### config.mk
export PLATFORM = sky130hd
export DESIGN_NAME = lreq_decoder
export DESIGN_NICKNAME = d
export VERILOG_FILES = /design/src/rtl/lreq_pkg.sv /design/src/rtl/lreq_frame_fsm.sv /design/src/rtl/lreq_speed_check.sv /design/src/rtl/lreq_concat_track.sv /design/src/rtl/lreq_decoder.sv
export SDC_FILE = /design/constraint.sdc
export NUM_CORES = 1
export LEC_CHECK = 0
export ABC_AREA = 1
export BUFFER_PORTS_ARGS = -buffer_cell sky130_fd_sc_hd__buf_2
export CAP_MARGIN = 0
export CORE_ASPECT_RATIO = 2
export CORE_MARGIN = 3
export CORE_UTILIZATION = 39
export CTS_BUF_LIST = sky130_fd_sc_hd__clkbuf_8
export CTS_CLUSTER_DIAMETER = 150
export DETAILED_ROUTE_END_ITERATION = 8
export GPL_TIMING_DRIVEN = 0
export PLACE_DENSITY = 0.63
export SYNTH_ARGS = -nofsm -noshare
export SYNTH_HDL_FRONTEND = slang
export SYNTH_SLANG_ARGS = --single-unit
### constraint.sdc
create_clock -name clk -period 1.76 [get_ports clk]
set_clock_uncertainty 0.2 [all_clocks]
set_input_delay 0.264 -clock clk [delete_from_list [all_inputs] [get_ports clk]]
set_output_delay 0.264 -clock clk [all_outputs]
set_load 0.02 [all_outputs]
### src/rtl/lreq_pkg.sv
package lreq_pkg;
    localparam int TYPE_W = 3;
    localparam int SPD_W  = 3;

    localparam logic [TYPE_W-1:0] KIND_BUS = 3'b001;
    localparam logic [TYPE_W-1:0] KIND_RD  = 3'b011;
    localparam logic [TYPE_W-1:0] KIND_WR  = 3'b101;
    localparam logic [TYPE_W-1:0] KIND_ACC = 3'b110;

    // fastest speed that can be served; anything above becomes an empty packet
    localparam logic [SPD_W-1:0] SPD_TOP = 3'b100;

    typedef enum logic [3:0] {
        ST_IDLE,
        ST_TYPE,
        ST_SPD,
        ST_SPD3,
        ST_AMBIG,
        ST_ADDR,
        ST_DATA,
        ST_FLAG,
        ST_STOP
    } state_e;
endpackage

### src/rtl/lreq_frame_fsm.sv
module lreq_frame_fsm
    import lreq_pkg::*;
#(
    parameter int ADDR_W = 4,
    parameter int DATA_W = 8
) (
    input  logic              clk,
    input  logic              rst,
    input  logic              req_in,
    input  logic              eaa_en,
    output logic              o_valid,
    output logic              o_err,
    output logic [TYPE_W-1:0] o_kind,
    output logic [SPD_W-1:0]  o_speed,
    output logic [ADDR_W-1:0] o_addr,
    output logic [DATA_W-1:0] o_data
);
    localparam int MAXF  = (DATA_W > ADDR_W) ? DATA_W : ADDR_W;
    localparam int CNT_W = $clog2(MAXF + 1);

    typedef struct packed {
        state_e              st;
        logic [CNT_W-1:0]    cnt;
        logic [TYPE_W-1:0]   typ;
        logic [SPD_W-1:0]    spd;
        logic [ADDR_W-1:0]   addr;
        logic [DATA_W-1:0]   data;
        logic                o_valid;
        logic                o_err;
        logic [TYPE_W-1:0]   o_kind;
        logic [SPD_W-1:0]    o_speed;
        logic [ADDR_W-1:0]   o_addr;
        logic [DATA_W-1:0]   o_data;
    } fsm_t;

    fsm_t s_d, s_q;

    always_comb begin
        s_d         = s_q;
        s_d.o_valid = 1'b0;
        s_d.o_err   = 1'b0;
        s_d.o_kind  = '0;
        s_d.o_speed = '0;
        s_d.o_addr  = '0;
        s_d.o_data  = '0;
        case (s_q.st)
            ST_IDLE: begin
                if (req_in) begin
                    s_d.st  = ST_TYPE;
                    s_d.cnt = '0;
                end
            end
            ST_TYPE: begin
                s_d.typ = {s_q.typ[TYPE_W-2:0], req_in};
                s_d.cnt = s_q.cnt + 1'b1;
                if (s_q.cnt == CNT_W'(TYPE_W - 1)) begin
                    s_d.cnt  = '0;
                    s_d.spd  = '0;
                    s_d.addr = '0;
                    s_d.data = '0;
                    case (s_d.typ)
                        KIND_BUS: s_d.st = ST_SPD;
                        KIND_RD:  s_d.st = ST_ADDR;
                        KIND_WR:  s_d.st = ST_ADDR;
                        KIND_ACC: s_d.st = ST_FLAG;
                        default: begin
                            s_d.st    = ST_IDLE;
                            s_d.o_err = 1'b1;
                        end
                    endcase
                end
            end
            ST_SPD: begin
                // collect the two speed bits common to both lengths
                s_d.spd = {s_q.spd[SPD_W-2:0], req_in};
                s_d.cnt = s_q.cnt + 1'b1;
                if (s_q.cnt == CNT_W'(SPD_W - 2)) begin
                    s_d.st  = ST_SPD3;
                    s_d.cnt = '0;
                end
            end
            ST_SPD3: begin
                // a 1 here can only be the low speed bit of the long form
                s_d.spd = {s_q.spd[SPD_W-2:0], req_in};
                s_d.st  = req_in ? ST_STOP : ST_AMBIG;
            end
            ST_AMBIG: begin
                // 0: stop of the long form; 1: start bit of the next request
                s_d.o_valid = 1'b1;
                s_d.o_kind  = KIND_BUS;
                s_d.o_speed = s_q.spd;
                s_d.cnt     = '0;
                s_d.st      = req_in ? ST_TYPE : ST_IDLE;
            end
            ST_ADDR: begin
                s_d.addr = {s_q.addr[ADDR_W-2:0], req_in};
                s_d.cnt  = s_q.cnt + 1'b1;
                if (s_q.cnt == CNT_W'(ADDR_W - 1)) begin
                    s_d.cnt = '0;
                    s_d.st  = (s_q.typ == KIND_WR) ? ST_DATA : ST_STOP;
                end
            end
            ST_DATA: begin
                s_d.data = {s_q.data[DATA_W-2:0], req_in};
                s_d.cnt  = s_q.cnt + 1'b1;
                if (s_q.cnt == CNT_W'(DATA_W - 1)) begin
                    s_d.cnt = '0;
                    s_d.st  = ST_STOP;
                end
            end
            ST_FLAG: begin
                s_d.data = {{(DATA_W-1){1'b0}}, req_in};
                s_d.st   = ST_STOP;
            end
            ST_STOP: begin
                s_d.st = ST_IDLE;
                if (req_in) begin
                    s_d.o_err = 1'b1;
                end else begin
                    case (s_q.typ)
                        KIND_BUS: begin
                            s_d.o_valid = 1'b1;
                            s_d.o_kind  = s_q.typ;
                            s_d.o_speed = s_q.spd;
                        end
                        KIND_RD: begin
                            s_d.o_valid = 1'b1;
                            s_d.o_kind  = s_q.typ;
                            s_d.o_addr  = s_q.addr;
                        end
                        KIND_WR: begin
                            s_d.o_valid = 1'b1;
                            s_d.o_kind  = s_q.typ;
                            s_d.o_addr  = s_q.addr;
                            s_d.o_data  = s_q.data;
                        end
                        KIND_ACC: begin
                            if (eaa_en) begin
                                s_d.o_valid = 1'b1;
                                s_d.o_kind  = s_q.typ;
                                s_d.o_data  = s_q.data;
                            end
                        end
                        default: s_d.o_err = 1'b1;
                    endcase
                end
            end
            default: s_d.st = ST_IDLE;
        endcase
    end

    always_ff @(posedge clk) begin
        if (rst) begin
            s_q    <= '0;
            s_q.st <= ST_IDLE;
        end else begin
            s_q <= s_d;
        end
    end

    assign o_valid = s_q.o_valid;
    assign o_err   = s_q.o_err;
    assign o_kind  = s_q.o_kind;
    assign o_speed = s_q.o_speed;
    assign o_addr  = s_q.o_addr;
    assign o_data  = s_q.o_data;

    assert_strobe_excl_R12: assert property (@(posedge clk) disable iff (rst)
        $onehot0({o_valid, o_err}));
    assert_strobe_single_R12: assert property (@(posedge clk) disable iff (rst)
        o_valid |=> !o_valid);
    assert_err_single_R10: assert property (@(posedge clk) disable iff (rst)
        o_err |=> !o_err);
    assert_read_no_data_R6: assert property (@(posedge clk) disable iff (rst)
        (o_valid && o_kind == KIND_RD) |-> (o_data == '0 && o_speed == '0));
    assert_accel_gated_R8: assert property (@(posedge clk) disable iff (rst)
        (o_valid && o_kind == KIND_ACC) |-> $past(eaa_en));
endmodule

### src/rtl/lreq_speed_check.sv
module lreq_speed_check
    import lreq_pkg::*;
(
    input  logic             clk,
    input  logic             rst,
    input  logic             bus_valid,
    input  logic [SPD_W-1:0] speed,
    output logic             null_pkt
);
    always_comb begin
        null_pkt = bus_valid && (speed > SPD_TOP);
    end

    assert_null_bus_only_R5: assert property (@(posedge clk) disable iff (rst)
        null_pkt |-> bus_valid);
endmodule

### src/rtl/lreq_concat_track.sv
module lreq_concat_track
    import lreq_pkg::*;
(
    input  logic             clk,
    input  logic             rst,
    input  logic             bus_valid,
    input  logic [SPD_W-1:0] speed,
    input  logic             emc_en,
    output logic             concat_ok
);
    logic [SPD_W-1:0] last_d, last_q;

    always_comb begin
        last_d    = last_q;
        concat_ok = 1'b0;
        if (bus_valid) begin
            concat_ok = (speed == last_q) || emc_en;
            last_d    = speed;
        end
    end

    always_ff @(posedge clk) begin
        if (rst) last_q <= '0;
        else     last_q <= last_d;
    end

    assert_concat_bus_only_R9: assert property (@(posedge clk) disable iff (rst)
        concat_ok |-> bus_valid);
    assert_concat_emc_R9: assert property (@(posedge clk) disable iff (rst)
        (bus_valid && emc_en) |-> concat_ok);
endmodule

### src/rtl/lreq_decoder.sv
module lreq_decoder
    import lreq_pkg::*;
#(
    parameter int ADDR_W = 4,
    parameter int DATA_W = 8
) (
    input  logic              clk,
    input  logic              rst,
    input  logic              req_in,
    input  logic              eaa_en,
    input  logic              emc_en,
    output logic              req_valid,
    output logic              req_err,
    output logic [TYPE_W-1:0] req_kind,
    output logic [SPD_W-1:0]  req_speed,
    output logic              req_null,
    output logic [ADDR_W-1:0] req_addr,
    output logic [DATA_W-1:0] req_data,
    output logic              concat_ok
);
    logic bus_valid;

    lreq_frame_fsm #(
        .ADDR_W (ADDR_W),
        .DATA_W (DATA_W)
    ) u_fsm (
        .clk     (clk),
        .rst     (rst),
        .req_in  (req_in),
        .eaa_en  (eaa_en),
        .o_valid (req_valid),
        .o_err   (req_err),
        .o_kind  (req_kind),
        .o_speed (req_speed),
        .o_addr  (req_addr),
        .o_data  (req_data)
    );

    assign bus_valid = req_valid && (req_kind == KIND_BUS);

    lreq_speed_check u_spd (
        .clk       (clk),
        .rst       (rst),
        .bus_valid (bus_valid),
        .speed     (req_speed),
        .null_pkt  (req_null)
    );

    lreq_concat_track u_cat (
        .clk       (clk),
        .rst       (rst),
        .bus_valid (bus_valid),
        .speed     (req_speed),
        .emc_en    (emc_en),
        .concat_ok (concat_ok)
    );
endmodule

Word-level counts from Yosys, hierarchy flattened:

Index checks and enable logic that the tools add are counted.

* output and inout bits: 22
* input bits: 5
* bits in registers: 49
* logic and storage cells: 98

* bitwise logic cells: 2
* equal/unequal tests: 27
* order comparisons: 1
* $add $sub $neg: 1
* reduce and logical (&&, ||, !) cells: 21
* multiplexer cells: 33

Operators with widths (number)
* $mux 8: 6
* $pmux 4 s8: 1
* $pmux 4 s6: 1
* $pmux 8 s3: 1
* $eq 4x3->1 const B: 5
* $mux 18: 1
* $eq 4x2->1 const B: 4
* $pmux 8 s2: 1
* $mux 15: 1
* $eq 3x3->1 const B: 4
* $mux 4: 3
* $pmux 3 s2: 2
* $pmux 6 s2: 1
* $reduce_or 4->1: 3
* $eq 3x1->1 const B: 3
* $pmux 3 s3: 1
* $eq 4x1->1 const B: 2
* $mux 1: 8
* $ne 2x1->1 const B: 4
* $pmux 4 s2: 1
* $reduce_and 2->1: 4
* $eq 3x2->1 const B: 2
* $mux 3: 2
* $pmux 1 s2: 3
* other kinds (15): 21

Depth between registers and ports, before layout:

* word-level depth: 5
* depth in mapped cells: 9

Hierarchy:

Synthesis repeated with hierarchy kept, for this count alone.

* cells, all modules: 313
* area total of the unflattened synthesis: 2337.2 um2

By module, submodules not included
* lreq_frame_fsm: cells each 280, times used 1, seq. area each 920.9 um2, area an instance 2145.8 um2
* lreq_concat_track: cells each 25, times used 1, seq. area each 60.1 um2, area an instance 158.9 um2
* lreq_decoder: cells each 5, times used 1, seq. area each 0.0 um2, area an instance 21.3 um2
* lreq_speed_check: cells each 3, times used 1, seq. area each 0.0 um2, area an instance 11.3 um2

Worst setup path after synthesis:

No wires, ideal clock.

* path kind: register to output
* from: register u_fsm.s_q (netlist bit u_fsm.o_valid)
* to: output port concat_ok
* cell stages (with the launch flop): 4
* path buffers: 0
* path slack: 0.278 ns
* data required time: 1.296 ns
* data arrival time: 1.018 ns
* cell sequence: dfxtp_1 -> and3_1 -> inv_1 -> nor2_1

* word-level cells in the longest chain between the ends: 2

RTL lines
* from (decl): RTL line lreq_frame_fsm.sv:36 `fsm_t s_d, s_q;`
* $logic_and 1x1->1: RTL line lreq_decoder.sv:39 `assign bus_valid = req_valid && (req_kind == KIND_BUS);`
* $mux 1: RTL line lreq_concat_track.sv:16 `if (bus_valid) begin`
* to (decl): RTL line lreq_decoder.sv:19 `output logic concat_ok`

No other way between the ends.

Final worst setup path:

* from: register u_fsm.s_q[36] in the netlist's numbering
* to: register u_fsm.s_q[43] in the netlist's numbering

* word-level cells in the longest chain between the ends: 5
* elaborated cells on any way between the ends: 11
* those cells by class: eq/ne (5); mux (5); reduce/logical (1)

RTL lines
* $eq 3x2->1 / $eq 3x3->1 (equally long branches): RTL line lreq_frame_fsm.sv:61 `case (s_d.typ)`
* $reduce_or 2->1 (no source line)
* $pmux 3 s3: RTL line lreq_frame_fsm.sv:61
* $mux 8: RTL line lreq_frame_fsm.sv:56 `if (s_q.cnt == CNT_W'(TYPE_W - 1)) begin`
* $pmux 4 s8 *: RTL line lreq_frame_fsm.sv:46 `case (s_q.st)`

Every way passes the cells marked *; elsewhere a longest branch is shown, timed or not. The select of a mux whose other input is x is not followed.
A chain may end at the register's enable or synchronous reset.

==> metrics <==
number of setup violations in the final report=0; number of H-tree levels=2; Final Slew Violations=0; Net Sw Power=between 0.4 and 0.5 mW; count of fill cells added during filler insertion=569; Total GRT Usage=15.35%; Post-CTS Hold Buffers=0; first-pass GRT wire length=7.824 mm; number of buffers added by the clock tree synthesis step=5; final design instance area without fill=between 2000 and 3000 um^2; number of max-cap violations=0; number of warnings printed during yosys synthesis=0; number of distinct library cell variants in the gate-level netlist after synthesis=28; layout-stage area growth over the synthesis result=17.12%; syn_nets=around 310; portion of synthesized cell area occupied by the leading cell type=between 40 and 50%; number of enable-type register cells in the synthesized netlist=0; Tightest Pin Transition=0.5004 ns; HPWL after detailed placement=3.582 mm; number of standard cells after synthesis=around 310; clock sink count=slightly below 50; Final period util=a little under 100%; fraction of power consumed by the clock network=between 30% and 40%; Total Routed Length=~4.7 mm; DRC errors left=0; vias in the first global route=approximately 1,900; GRT overflow=0; share of total power in sequential cells=approximately 55%; Logic pwr share=around 7.7%; num ports=27; top cells by area in the synthesized netlist=sky130_fd_sc_hd__dfxtp_1, sky130_fd_sc_hd__nand2_1, sky130_fd_sc_hd__nor2_1, sky130_fd_sc_hd__a21oi_1, sky130_fd_sc_hd__buf_4; CTS tree=done; worst hold path type=input port to flop; instance count after placement with tap cells included=just under 400; fraction of synthesis flops using an asynchronous set or reset pin=0%; dominant register cell in the synthesized netlist=sky130_fd_sc_hd__dfxtp_1; worst endpoint data arrival time=roughly 1.7 ns; commonest cells after routing, fill and taps aside=sky130_fd_sc_hd__nand2_1, sky130_fd_sc_hd__dfxtp_1, sky130_fd_sc_hd__nor2_1; core area=between 5000 and 6000 um^2; slew margin rel.=between 60 and 70%; Static Leak=about 1.1 nW; number of register bits inferred by synthesis=between 40 and 50; placement-stage cell area=between 2000 and 2500 um^2; Cell Count, Final, Fillers Out=~400; required time of the worst setup path=1.74 ns; post-route ant nets=0; Max Freq=587.0 MHz; Vias/cell=4.910; die width=59.20 um; highest cell delay on the worst timing path=0.43 ns; Tmin final=1.704 ns; number of core rows=38; portion of the post-synthesis area used by sequential elements=about 44%; setup repair after global routing missed its margin=yes; n_diodes=0; internal power summed over all cells=1.583 mW; first-pass iteration count of the detailed router=4; power per unit of standard cell area=a little over 800 nW/um^2; ratio of cells with drive above 1 in the final layout=25.37%; buffers added on ports=24; antenna violations before repair=0; crit path cell chain=inv_1 -> nand2_1 -> nor2_1 -> inv_1 -> nor2_1 -> nor3b_1 -> a21oi_1; Critical-path top delay cell=sky130_fd_sc_hd__dfxtp_1; Die Outline Area=approximately 6700 um^2; category of the most critical setup path=flop to flop; Setup crit end kind=flop; switching part of the total power=23.92%; number of violations reported at the end of detailed-routing iteration 0=between 60 and 70; Worst Path Max Fanout=6; CTS Buffer Depth=2; Startpoint Class=flop; die extent in y=about 110 um; cell type with the largest total area after synthesis=sky130_fd_sc_hd__dfxtp_1; initial core utilization=roughly two fifths; clock slew seen by the registers of the worst setup and hold paths=about 0.080 ns; pin count of the biggest net entering global routing=15; final RePlAce weighted congestion=about 0.87; detail-routed net length per standard cell=~12 um; clk_lat worst skew=roughly 0.30 ns; run status=finished, final reports clean; number of vias after detailed routing=1,959; mapped cell area=approximately 2200 um^2; Peak supply drop=between 0.6 and 0.7 mV; Sequential cell area=around 1000 um^2; root buffer selected by CTS=sky130_fd_sc_hd__clkbuf_8; number of nets in the layout=347; syn avg cell area=approximately 7 um^2; total area of multi-input combinational cells=between 900 and 1000 um^2; leading cell type in the layout, fill and taps excluded=sky130_fd_sc_hd__nand2_1; hold violation total from the final report=0
logic make-up after synthesis:
group | after synthesis | synth area share [%]
adders and majority gates | 3 | 1.701
buffers and inverters | 55 | 12.47
xor gates and xnor gates | 4 | 1.588
AOI/OAI and AO/OA | 45 | 11.00
and+or+nand+nor | 150 | 28.80
DFF | 49 | 44.44
state kept, by name, summed over array words and instances, names as in the netlist:
name / cells
u_fsm.o_err: 1
u_fsm.o_speed: 3
u_fsm.o_data: 8
u_fsm.o_valid: 1
u_fsm.o_kind: 3
u_fsm.s_q: 26
u_cat.last_q: 3
u_fsm.o_addr: 4
per-stage QoR:
step | TNS, ns | util [%] | power, mW | hold WS, ns | setup WS [ns]
6_report | 0 | 47.28 | 2.081 | 0.09750 | 0.05646
3_3_place_gp | 0 | 43.94 | 1.325 | 0.2182 | 0.05532
3_5_place_dp | 0 | 43.94 | 1.327 | 0.2234 | 0.04274
2_1_floorplan | 0 | - | 1.286 | 0.2084 | 0.2784
4_1_cts | 0 | 45.97 | 2.102 | 0.08531 | 0.006037
5_1_grt | -0.01873 | 47.28 | 2.163 | 0.1060 | -0.01105
power by group through the flow:
| stage | Clock, mW | Combinational [mW] | Sequential [mW] |
|---|---|---|---|
| after CTS | 0.801 | 0.155 | 1.15 |
| after global placement | 0 | 0.153 | 1.17 |
| after detailed placement | 0 | 0.155 | 1.17 |
| after global routing | 0.832 | 0.180 | 1.15 |
| final | 0.773 | 0.160 | 1.15 |
| after floorplan | 0 | 0.119 | 1.17 |
final timing paths:
path                       from               to  slack [ns]  depth (start not counted)
hold / removal           req_in    u_fsm.s_q[28]         0.1                          3
setup / recovery  u_fsm.s_q[36]    u_fsm.s_q[43]        0.06                          7
setup reg to reg  u_fsm.s_q[36]    u_fsm.s_q[43]        0.06                          7
hold reg to reg   u_fsm.s_q[31]  u_fsm.o_addr[3]        0.23                          2
what timing repair did:
action	in CTS	in global routing
resized for setup	2	18
pin swaps	0	4
gates cloned	0	0
hold endpoints to repair	0	0
setup endpoints to repair	2	18
buffers inserted	0	2
area by class of cell:
type	instances	area share [%]
buffer	22	5.857
sequential	49	38.24
timing repair buffer	26	6.050
inverter	33	4.792
multi-input combinational	202	38.14
clock inverter	2	1.355
tap	60	2.904
clock buffer	5	2.662
metal layers:
layer  part of all wire [%]  GRT usage, %
met1                     37         13.07
met5                      0             0
met4                    4.2         10.14
met3                    3.7         4.028
met2                     55         28.71
critical path: cells and delay by family, from the launching register on:
kind / cells / cell delay, ns
flops: 1 / 0.43
buf+inv: 2 / 0.27
compound gates: 1 / 0.11
simple gates: 4 / 0.57
Yosys cell counts, types with 2 or more instances:
library cell                n
sky130_fd_sc_hd__nand2_1   75
sky130_fd_sc_hd__dfxtp_1   49
sky130_fd_sc_hd__nor2_1    44
sky130_fd_sc_hd__a21oi_1   27
sky130_fd_sc_hd__inv_1     26
sky130_fd_sc_hd__buf_4     18
sky130_fd_sc_hd__nand3_1   15
sky130_fd_sc_hd__o21ai_0    7
sky130_fd_sc_hd__inv_2      6
sky130_fd_sc_hd__nor2_2     6
sky130_fd_sc_hd__nand2_2    4
sky130_fd_sc_hd__o22ai_1    4
sky130_fd_sc_hd__clkbuf_1   3
sky130_fd_sc_hd__ha_1       3
sky130_fd_sc_hd__xnor2_1    3
sky130_fd_sc_hd__a31oi_1    2
sky130_fd_sc_hd__nor2_4     2
sky130_fd_sc_hd__o21ai_1    2
(Power assumes the default switching activity.)
